**src/rtl/sf_pack_pkg.sv**
```systemverilog
package sf_pack_pkg;

  localparam int F32_W      = 32;
  localparam int F32_EXP_W  = 8;
  localparam int F32_FRAC_W = 23;
  localparam int F32_BIAS   = 127;

  typedef enum logic [2:0] {
    F_ZERO,
    F_NEG,
    F_FIN,
    F_INF,
    F_NAN
  } f32_kind_e;

endpackage

```
**src/rtl/sf_f32_classify.sv**
```systemverilog
module sf_f32_classify
  import sf_pack_pkg::*;
(
  input  logic [F32_W-1:0]      value_i,
  output f32_kind_e             kind_o,
  output logic [F32_EXP_W-1:0]  exp_o,
  output logic [F32_FRAC_W-1:0] frac_o
);

  logic sign;
  logic exp_all_ones;
  logic exp_zero;
  logic frac_zero;

  always_comb begin
    sign         = value_i[F32_W-1];
    exp_o        = value_i[F32_W-2 -: F32_EXP_W];
    frac_o       = value_i[F32_FRAC_W-1:0];
    exp_all_ones = &exp_o;
    exp_zero     = ~|exp_o;
    frac_zero    = ~|frac_o;
  end

  // Negative zero and input denormals fold into the zero or negative classes.
  always_comb begin
    if (exp_all_ones) begin
      if (!frac_zero) begin
        kind_o = F_NAN;
      end else if (sign) begin
        kind_o = F_NEG;
      end else begin
        kind_o = F_INF;
      end
    end else if (sign) begin
      kind_o = F_NEG;
    end else if (exp_zero) begin
      kind_o = F_ZERO;
    end else begin
      kind_o = F_FIN;
    end
  end

endmodule

```
**src/rtl/sf_chan_enc.sv**
```systemverilog
module sf_chan_enc
  import sf_pack_pkg::*;
#(
  parameter int MANT_W = 6,
  parameter int EXP_W  = 5
) (
  input  logic [F32_W-1:0]        value_i,
  output logic [MANT_W+EXP_W-1:0] code_o
);

  localparam int SMALL_BIAS  = (1 << (EXP_W - 1)) - 1;
  localparam int REBIAS      = F32_BIAS - SMALL_BIAS;
  localparam int TOP_FIN_EXP = (1 << EXP_W) - 2;

  localparam logic [F32_EXP_W-1:0] REBIAS_E  = F32_EXP_W'(REBIAS);
  localparam logic [F32_EXP_W-1:0] SAT_ABOVE = F32_EXP_W'(REBIAS + TOP_FIN_EXP);
  localparam logic [F32_EXP_W:0]   DEN_BASE  = (F32_EXP_W + 1)'(F32_FRAC_W - MANT_W + REBIAS + 1);

  localparam logic [MANT_W+EXP_W-1:0] CODE_NAN =
    {{EXP_W{1'b1}}, 1'b1, {(MANT_W-1){1'b0}}};
  localparam logic [MANT_W+EXP_W-1:0] CODE_INF =
    {{EXP_W{1'b1}}, {MANT_W{1'b0}}};
  localparam logic [MANT_W+EXP_W-1:0] CODE_SAT =
    {{(EXP_W-1){1'b1}}, 1'b0, {MANT_W{1'b1}}};

  f32_kind_e              kind;
  logic [F32_EXP_W-1:0]   exp8;
  logic [F32_FRAC_W-1:0]  frac;
  logic [EXP_W-1:0]       norm_exp;
  logic [F32_EXP_W:0]     den_shamt;
  logic [F32_FRAC_W:0]    significand;
  logic [MANT_W-1:0]      den_mant;

  sf_f32_classify u_class (
    .value_i (value_i),
    .kind_o  (kind),
    .exp_o   (exp8),
    .frac_o  (frac)
  );

  always_comb begin
    norm_exp    = EXP_W'(exp8 - REBIAS_E);
    significand = {1'b1, frac};
    // Exponents at or below the rebias point shift the significand right.
    den_shamt   = DEN_BASE - {1'b0, exp8};
    den_mant    = MANT_W'(significand >> den_shamt);
  end

  always_comb begin
    code_o = '0;
    unique case (kind)
      F_NAN:  code_o = CODE_NAN;
      F_INF:  code_o = CODE_INF;
      F_FIN: begin
        if (exp8 > SAT_ABOVE) begin
          code_o = CODE_SAT;
        end else if (exp8 > REBIAS_E) begin
          code_o = {norm_exp, frac[F32_FRAC_W-1 -: MANT_W]};
        end else begin
          code_o = {{EXP_W{1'b0}}, den_mant};
        end
      end
      default: code_o = '0;
    endcase
  end

endmodule

```
**src/rtl/sf_out_stage.sv**
```systemverilog
module sf_out_stage #(
  parameter int W = 32
) (
  input  logic         clk,
  input  logic         rst_n,
  input  logic         en_i,
  input  logic [W-1:0] d_i,
  output logic         valid_o,
  output logic [W-1:0] q_o
);

  logic [W-1:0] q_nxt;
  logic         valid_nxt;

  always_comb begin
    valid_nxt = en_i;
    q_nxt     = q_o;
    if (en_i) begin
      q_nxt = d_i;
    end
  end

  always_ff @(posedge clk or negedge rst_n) begin
    if (!rst_n) begin
      q_o     <= '0;
      valid_o <= 1'b0;
    end else begin
      q_o     <= q_nxt;
      valid_o <= valid_nxt;
    end
  end

endmodule

```
**src/rtl/sf_r11g11b10_pack.sv**
```systemverilog
module sf_r11g11b10_pack
  import sf_pack_pkg::*;
#(
  parameter  int RG_MANT_W = 6,
  parameter  int B_MANT_W  = 5,
  parameter  int EXP_W     = 5,
  localparam int RG_CODE_W = RG_MANT_W + EXP_W,
  localparam int PACK_W    = 2 * RG_CODE_W + B_MANT_W + EXP_W
) (
  input  logic              clk,
  input  logic              rst_n,
  input  logic              in_valid,
  input  logic [F32_W-1:0]  in_red,
  input  logic [F32_W-1:0]  in_green,
  input  logic [F32_W-1:0]  in_blue,
  output logic              out_valid,
  output logic [PACK_W-1:0] out_word
);

  localparam int N_CHAN = 3;

  logic [F32_W-1:0]  chan_in [N_CHAN];
  logic [PACK_W-1:0] packed_word;

  assign chan_in[0] = in_red;
  assign chan_in[1] = in_green;
  assign chan_in[2] = in_blue;

  for (genvar ch = 0; ch < N_CHAN; ch++) begin : g_chan
    localparam int MW  = (ch == N_CHAN - 1) ? B_MANT_W : RG_MANT_W;
    localparam int LSB = ch * RG_CODE_W;

    logic [MW+EXP_W-1:0] code;

    sf_chan_enc #(
      .MANT_W (MW),
      .EXP_W  (EXP_W)
    ) u_enc (
      .value_i (chan_in[ch]),
      .code_o  (code)
    );

    assign packed_word[LSB +: MW+EXP_W] = code;
  end

  sf_out_stage #(
    .W (PACK_W)
  ) u_out (
    .clk     (clk),
    .rst_n   (rst_n),
    .en_i    (in_valid),
    .d_i     (packed_word),
    .valid_o (out_valid),
    .q_o     (out_word)
  );

endmodule

```
**config.mk**
```make
export PLATFORM = sky130hd
export DESIGN_NAME = sf_r11g11b10_pack
export DESIGN_NICKNAME = d
export VERILOG_FILES = /design/src/rtl/sf_pack_pkg.sv /design/src/rtl/sf_f32_classify.sv /design/src/rtl/sf_chan_enc.sv /design/src/rtl/sf_out_stage.sv /design/src/rtl/sf_r11g11b10_pack.sv
export SDC_FILE = /design/constraint.sdc
export NUM_CORES = 1
export LEC_CHECK = 0
export BUFFER_PORTS_ARGS = -buffer_cell sky130_fd_sc_hd__buf_2
export CAP_MARGIN = 40
export CORE_MARGIN = 4
export CORE_UTILIZATION = 45
export CTS_CLUSTER_DIAMETER = 60
export DETAILED_ROUTE_END_ITERATION = 12
export HOLD_SLACK_MARGIN = 0.03
export PLACE_DENSITY = 0.73
export SYNTH_ARGS = -nofsm -noshare
export SYNTH_HDL_FRONTEND = slang
export SYNTH_SLANG_ARGS = --single-unit
```
**constraint.sdc**
```tcl
create_clock -name clk -period 0.9 [get_ports clk]
set_input_delay 0.135 -clock clk [delete_from_list [all_inputs] [get_ports clk]]
set_output_delay 0.135 -clock clk [all_outputs]
set_load 0.005 [all_outputs]
```
After elaboration in Yosys (flattened, before gate mapping)
Cells that the tools add are included.

word-level totals
  flip-flop bits (word level) = 33
  input port bits = 99
  word-level logic and storage cells = 59

operators by class
  add/subtract/negate cells = 6
  $lt $le $gt $ge = 6
  equality and inequality tests = 9
  shift-type cells = 3
  muxes and demuxes = 24
  reduce and logical (&&, ||, !) cells = 9

operators with widths
  cell                 number
  $reduce_or 23->1     3
  $pmux 11 s3          2
  $shr 24x9->6         2
  $mux 11              4
  $pmux 10 s3          1
  $sub 8x8->9 const A  3
  $gt 8x7->1 const B   3
  $gt 8x8->1 const B   3
  $reduce_and 8->1     3
  $reduce_or 8->1      3
  $shr 24x9->5         1
  $mux 10              2
  $eq 3x2->1 const B   6
  $mux 2               9
  $mux 3               6
  $sub 5x5->5 const B  3
  $eq 3x3->1 const B   3

Depth between registers and ports, before layout
  word-level depth = 6
  depth in mapped cells = 12

Hierarchy
Synthesis repeated with hierarchy kept, for this count alone.

second synthesis, totals
  cells, all modules = 705
  area total of the unflattened synthesis = 6533.8 um2

by module, submodules not included
  module                         times used  cells each  area an instance (um2)  sequential area each (um2)
  sf_chan_enc (g_chan[0].u_enc)  1           157         1422.6                  0.0
  sf_chan_enc (g_chan[1].u_enc)  1           157         1418.9                  0.0
  sf_out_stage                   1           69          1370.1                  825.8
  sf_chan_enc (g_chan[2].u_enc)  1           175         1297.5                  0.0
  sf_f32_classify                3           49          341.6                   0.0

Worst setup path after synthesis
Ideal clock, no wire load.

  path type = in2reg
  start point = in in_red[23]
  end point = reg u_out.q_o[1]
  library setup time = 0.124 ns
  data arrival time = 2.332 ns
  required time = 0.776 ns
  setup slack = -1.556 ns
  cell stages on the path = 9
  path buffers = 4
  cells stage by stage = buf_6 -> buf_12 -> inv_2 -> ha_1 -> buf_2 -> clkbuf_1 -> mux4_2 -> mux4_2 -> a211o_1

between the ends
  cells in the longest elaborated chain, start to end = 6
  elaborated cells between the ends (all ways) = 15
  classes of those cells = add/sub: 1; order compare: 2; eq/ne: 3; shift: 1; mux: 6; reduce/logical: 2

ends and longest elaborated chain
  item                                                                 RTL line                 source
  from (decl)                                                          sf_r11g11b10_pack.sv:13  input logic [F32_W-1:0] in_red,
  parallel branches: the longest is 5 deep, another holds $sub 8x8->9  -
  $pmux 11 s3 (*)                                                      sf_chan_enc.sv:51        unique case (kind)
  to (signal assigned)                                                 sf_out_stage.sv:28       q_o <= q_nxt;
  to (decl)                                                            sf_out_stage.sv:9        output logic [W-1:0] q_o

Every way passes the cells marked *.
A chain may end at the register's enable or synchronous reset.

Final worst setup path
  start point = in in_red[25]
  end point = reg u_out.q_o[1]

Same word-level chain as after synthesis.

==> results.json <==
{
  "outcome": "finished with violations",
  "violations": "negative setup slack",
  "grt_pass1_wl_um": 33600,
  "dp_hpwl_um": 14500,
  "fmax_mhz": 548,
  "antenna_found_initial": 0,
  "clock_latency_ns": 0.28,
  "critPathRequiredTime_ns": 1.12,
  "p_leak_nw": 3.90,
  "min_period_ns": 1.83,
  "routed_wl_um": 24600,
  "drc": 0,
  "cts_buffer_depth": 2,
  "final_cells": 1034,
  "via_per_inst": 6.75,
  "worstSetupPathType": "in2reg",
  "critPathTopFamily": "simple AND/OR/NAND/NOR gates",
  "numCtsBuffers": 5,
  "synth_top_area_cell": "dfrtp_1",
  "die_w_um": 112,
  "slew_viol_final": 0,
  "hp-class": "in2reg",
  "cp-end-kind": "register",
  "critPathSlowestCell": "nor4_1",
  "grt_max_degree": 34,
  "wl_per_cell_um": 23.8,
  "max_slew_margin_pct": 54.1,
  "rows": 37,
  "max-cap-violations": 0,
  "worstRegToRegCells": 3,
  "gp_congestion": 0.999,
  "cts_max_level": 2,
  "synth-main-ff-cell": "dfrtp_1",
  "cp_max_fo": 7,
  "chipHeight_um": 112,
  "synth_cells": 556,
  "ys_types": 75,
  "ant_nets": 0,
  "yosysMostFrequentCell": "nor2_1",
  "worstSetupEndpoint": "u_out.q_o[1]",
  "drive_gt1_share_pct": 60.2,
  "finalSetupViolations": 65,
  "fin_worst_skew_ns": 0,
  "finish.utilization_pct": 82.9,
  "synthTopCellsByArea": "dfrtp_1, mux4_2, mux2i_1, mux4_1, nor2_1",
  "numPortBuffers": 131,
  "fillCellCount": 549,
  "ys_async_sr_fraction_pct": 100,
  "ir_worst_vdd_mv": 0.674,
  "worstMarginPinSlew_ns": 0.683,
  "grt_pass1_vias": 6712,
  "cts.clk_slew.worst_paths_ns": 0.09,
  "track_usage_pct": 31.9,
  "start_util_pct": 46.8,
  "cts_sinks": 33,
  "total_power_mw": 8.27,
  "io_pins": 132,
  "timing.final.crit_share_pct": 203,
  "synth_nets": 663,
  "dp_cells": 965,
  "r2r-start": "u_out.q_o[5]",
  "setup_slack_ns": -0.926,
  "crit_buf_inv": 3,
  "power.density_mw_per_mm2": 953,
  "r2r_slack_ns": -0.17,
  "core_area_mm2": 0.0105,
  "first_pass_iters": 6,
  "synth.ff_latch_count": 33,
  "cp_data_arrival_time_ns": 2.05,
  "synth_area_per_cell_um2": 8.81,
  "ys_warn_count": 0,
  "die_area_mm2": 0.0126,
  "tns_ns": -22.45,
  "synthTopCellsByCount": "nor2_1, nand2_1, dfrtp_1, mux2i_1, mux4_2",
  "synth_seq_area_share_pct": 16.9,
  "syn_to_final_growth_pct": 77.1,
  "reg2reg_to": "u_out.q_o[5]",
  "cp.depth": 9,
  "hold_violations": 0,
  "synth_top_area_share_pct": 16.9,
  "drt_iter0_drc": 744,
  "synth_edf_count": 0,
  "path_cells": "buf_2 -> buf_4 -> nor3b_2 -> o21ai_1 -> nor4_2 -> buf_4 -> nand2b_4 -> nor4_1 -> a211o_1",
  "vias": 6982,
  "rsz0062_at_grt": "true",
  "cts-root-buf": "clkbuf_8",
  "gr-total-overflow": 0,
  "final_net_count": 1004,
  "crit_top_cell": "buf_4",
  "synth_area_mm2": 0.00490,
  "max_stage_delay_ns": 0.41,
  "cts_tree": "built",
  "worst_hold_slack_ns": 0.204,
  "crit_start": "in_red[25]",
  "insertedDiodeCount": 0,
  "start_kind": "input pin"
}
[registers in the layout, summed over array words and instances, names as in the netlist]
name           cells
u_out.q_o         32
u_out.valid_o      1
[metal layers]
| metal | vias to the layer above | global-route usage, % | share of wire [%] |
|---|---|---|---|
| met3 | 213 | 5.98 | 10 |
| met2 | 668 | 54.8 | 48 |
| li1 | 2863 | - | - |
| met4 | 0 | 15.5 | 8.1 |
| met1 | 3238 | 38.5 | 33 |
| met5 | - | 0 | 0 |
[layout by cell type (no fill, tap or decap), types with 14 or more instances in the layout]
master   instances
a21oi_1         23
buf_2          111
buf_4          196
buf_6           43
dfrtp_1         33
mux2i_1         28
mux4_2          33
nand2_1         45
nand3_1         14
nor2_1          47
o21ai_0         15
[cell families (layout without fill, tap and decap cells)]
| family | count (synthesis) | count (layout) | synth area share (%) |
|---|---|---|---|
| and+or+nand+nor | 202 | 202 | 21.0 |
| AOI/OAI and AO/OA | 156 | 156 | 22.0 |
| muxes | 88 | 88 | 29.0 |
| buffers and inverters | 52 | 394 | 5.41 |
| DFF | 33 | 33 | 16.9 |
| xor gates and xnor gates | 17 | 17 | 3.65 |
| adders and majority gates | 8 | 8 | 2.04 |
[repair_timing]
item | in CTS | in global routing
pin swaps | 53 | 50
gates cloned | 2 | 0
hold endpoints to repair | 33 | 0
resized for setup | 103 | 72
setup buffers | 40 | 20
hold buffers | 1 | 0
endpoints found under the setup margin | 65 | 65
[metrics by stage]
stage               setup WS [ns]  cell area (um2)
floorplan                   -1.18             5300
global placement            -1.14             7230
detailed placement          -1.22             7230
CTS                        -0.753             8210
global route               -0.933             8680
finish                     -0.926             8680
[how the worst min path moves through the flow]
stage | from | endpoint | slack [ns] | cells after the start
after global routing | in_red[31] | u_out.q_o[10] | 0.20 | 4
after floorplan | rst_n | u_out.q_o[0] | -0.16 | 0
after global placement | rst_n | u_out.q_o[26] | 0.10 | 2
final | in_red[31] | u_out.q_o[10] | 0.20 | 4
after CTS | in_red[31] | u_out.q_o[10] | 0.16 | 4
after detailed placement | rst_n | u_out.q_o[9] | 0.11 | 2
[power by group]
| part | switching, mW | internal (mW) | leakage, nW |
|---|---|---|---|
| clock | 0.644 | 1.12 | 0.0687 |
| combinational | 2.30 | 2.49 | 3.41 |
| sequential | 0.105 | 1.61 | 0.421 |
| total | 3.05 | 5.22 | 3.90 |
[area by class of cell]
type,count,area [um2],share of cell area (%)
multi-input cells,471,4530,52.2
repair buffers,372,2930,33.8
flip-flops and latches,33,826,9.52
well taps,136,170,1.96
inverters,14,85.1,0.981
clock buffers,5,68.8,0.793
clock inverters,3,68.8,0.793
[worst reg2reg max path, delay by kind of cell (launching register included)]
kind	cells	cell delay, ns
and+or+nand+nor	1	0.27
DFF	1	0.39
AOI/OAI and AO/OA	2	0.29
Power figures use the tool's default switching activity.
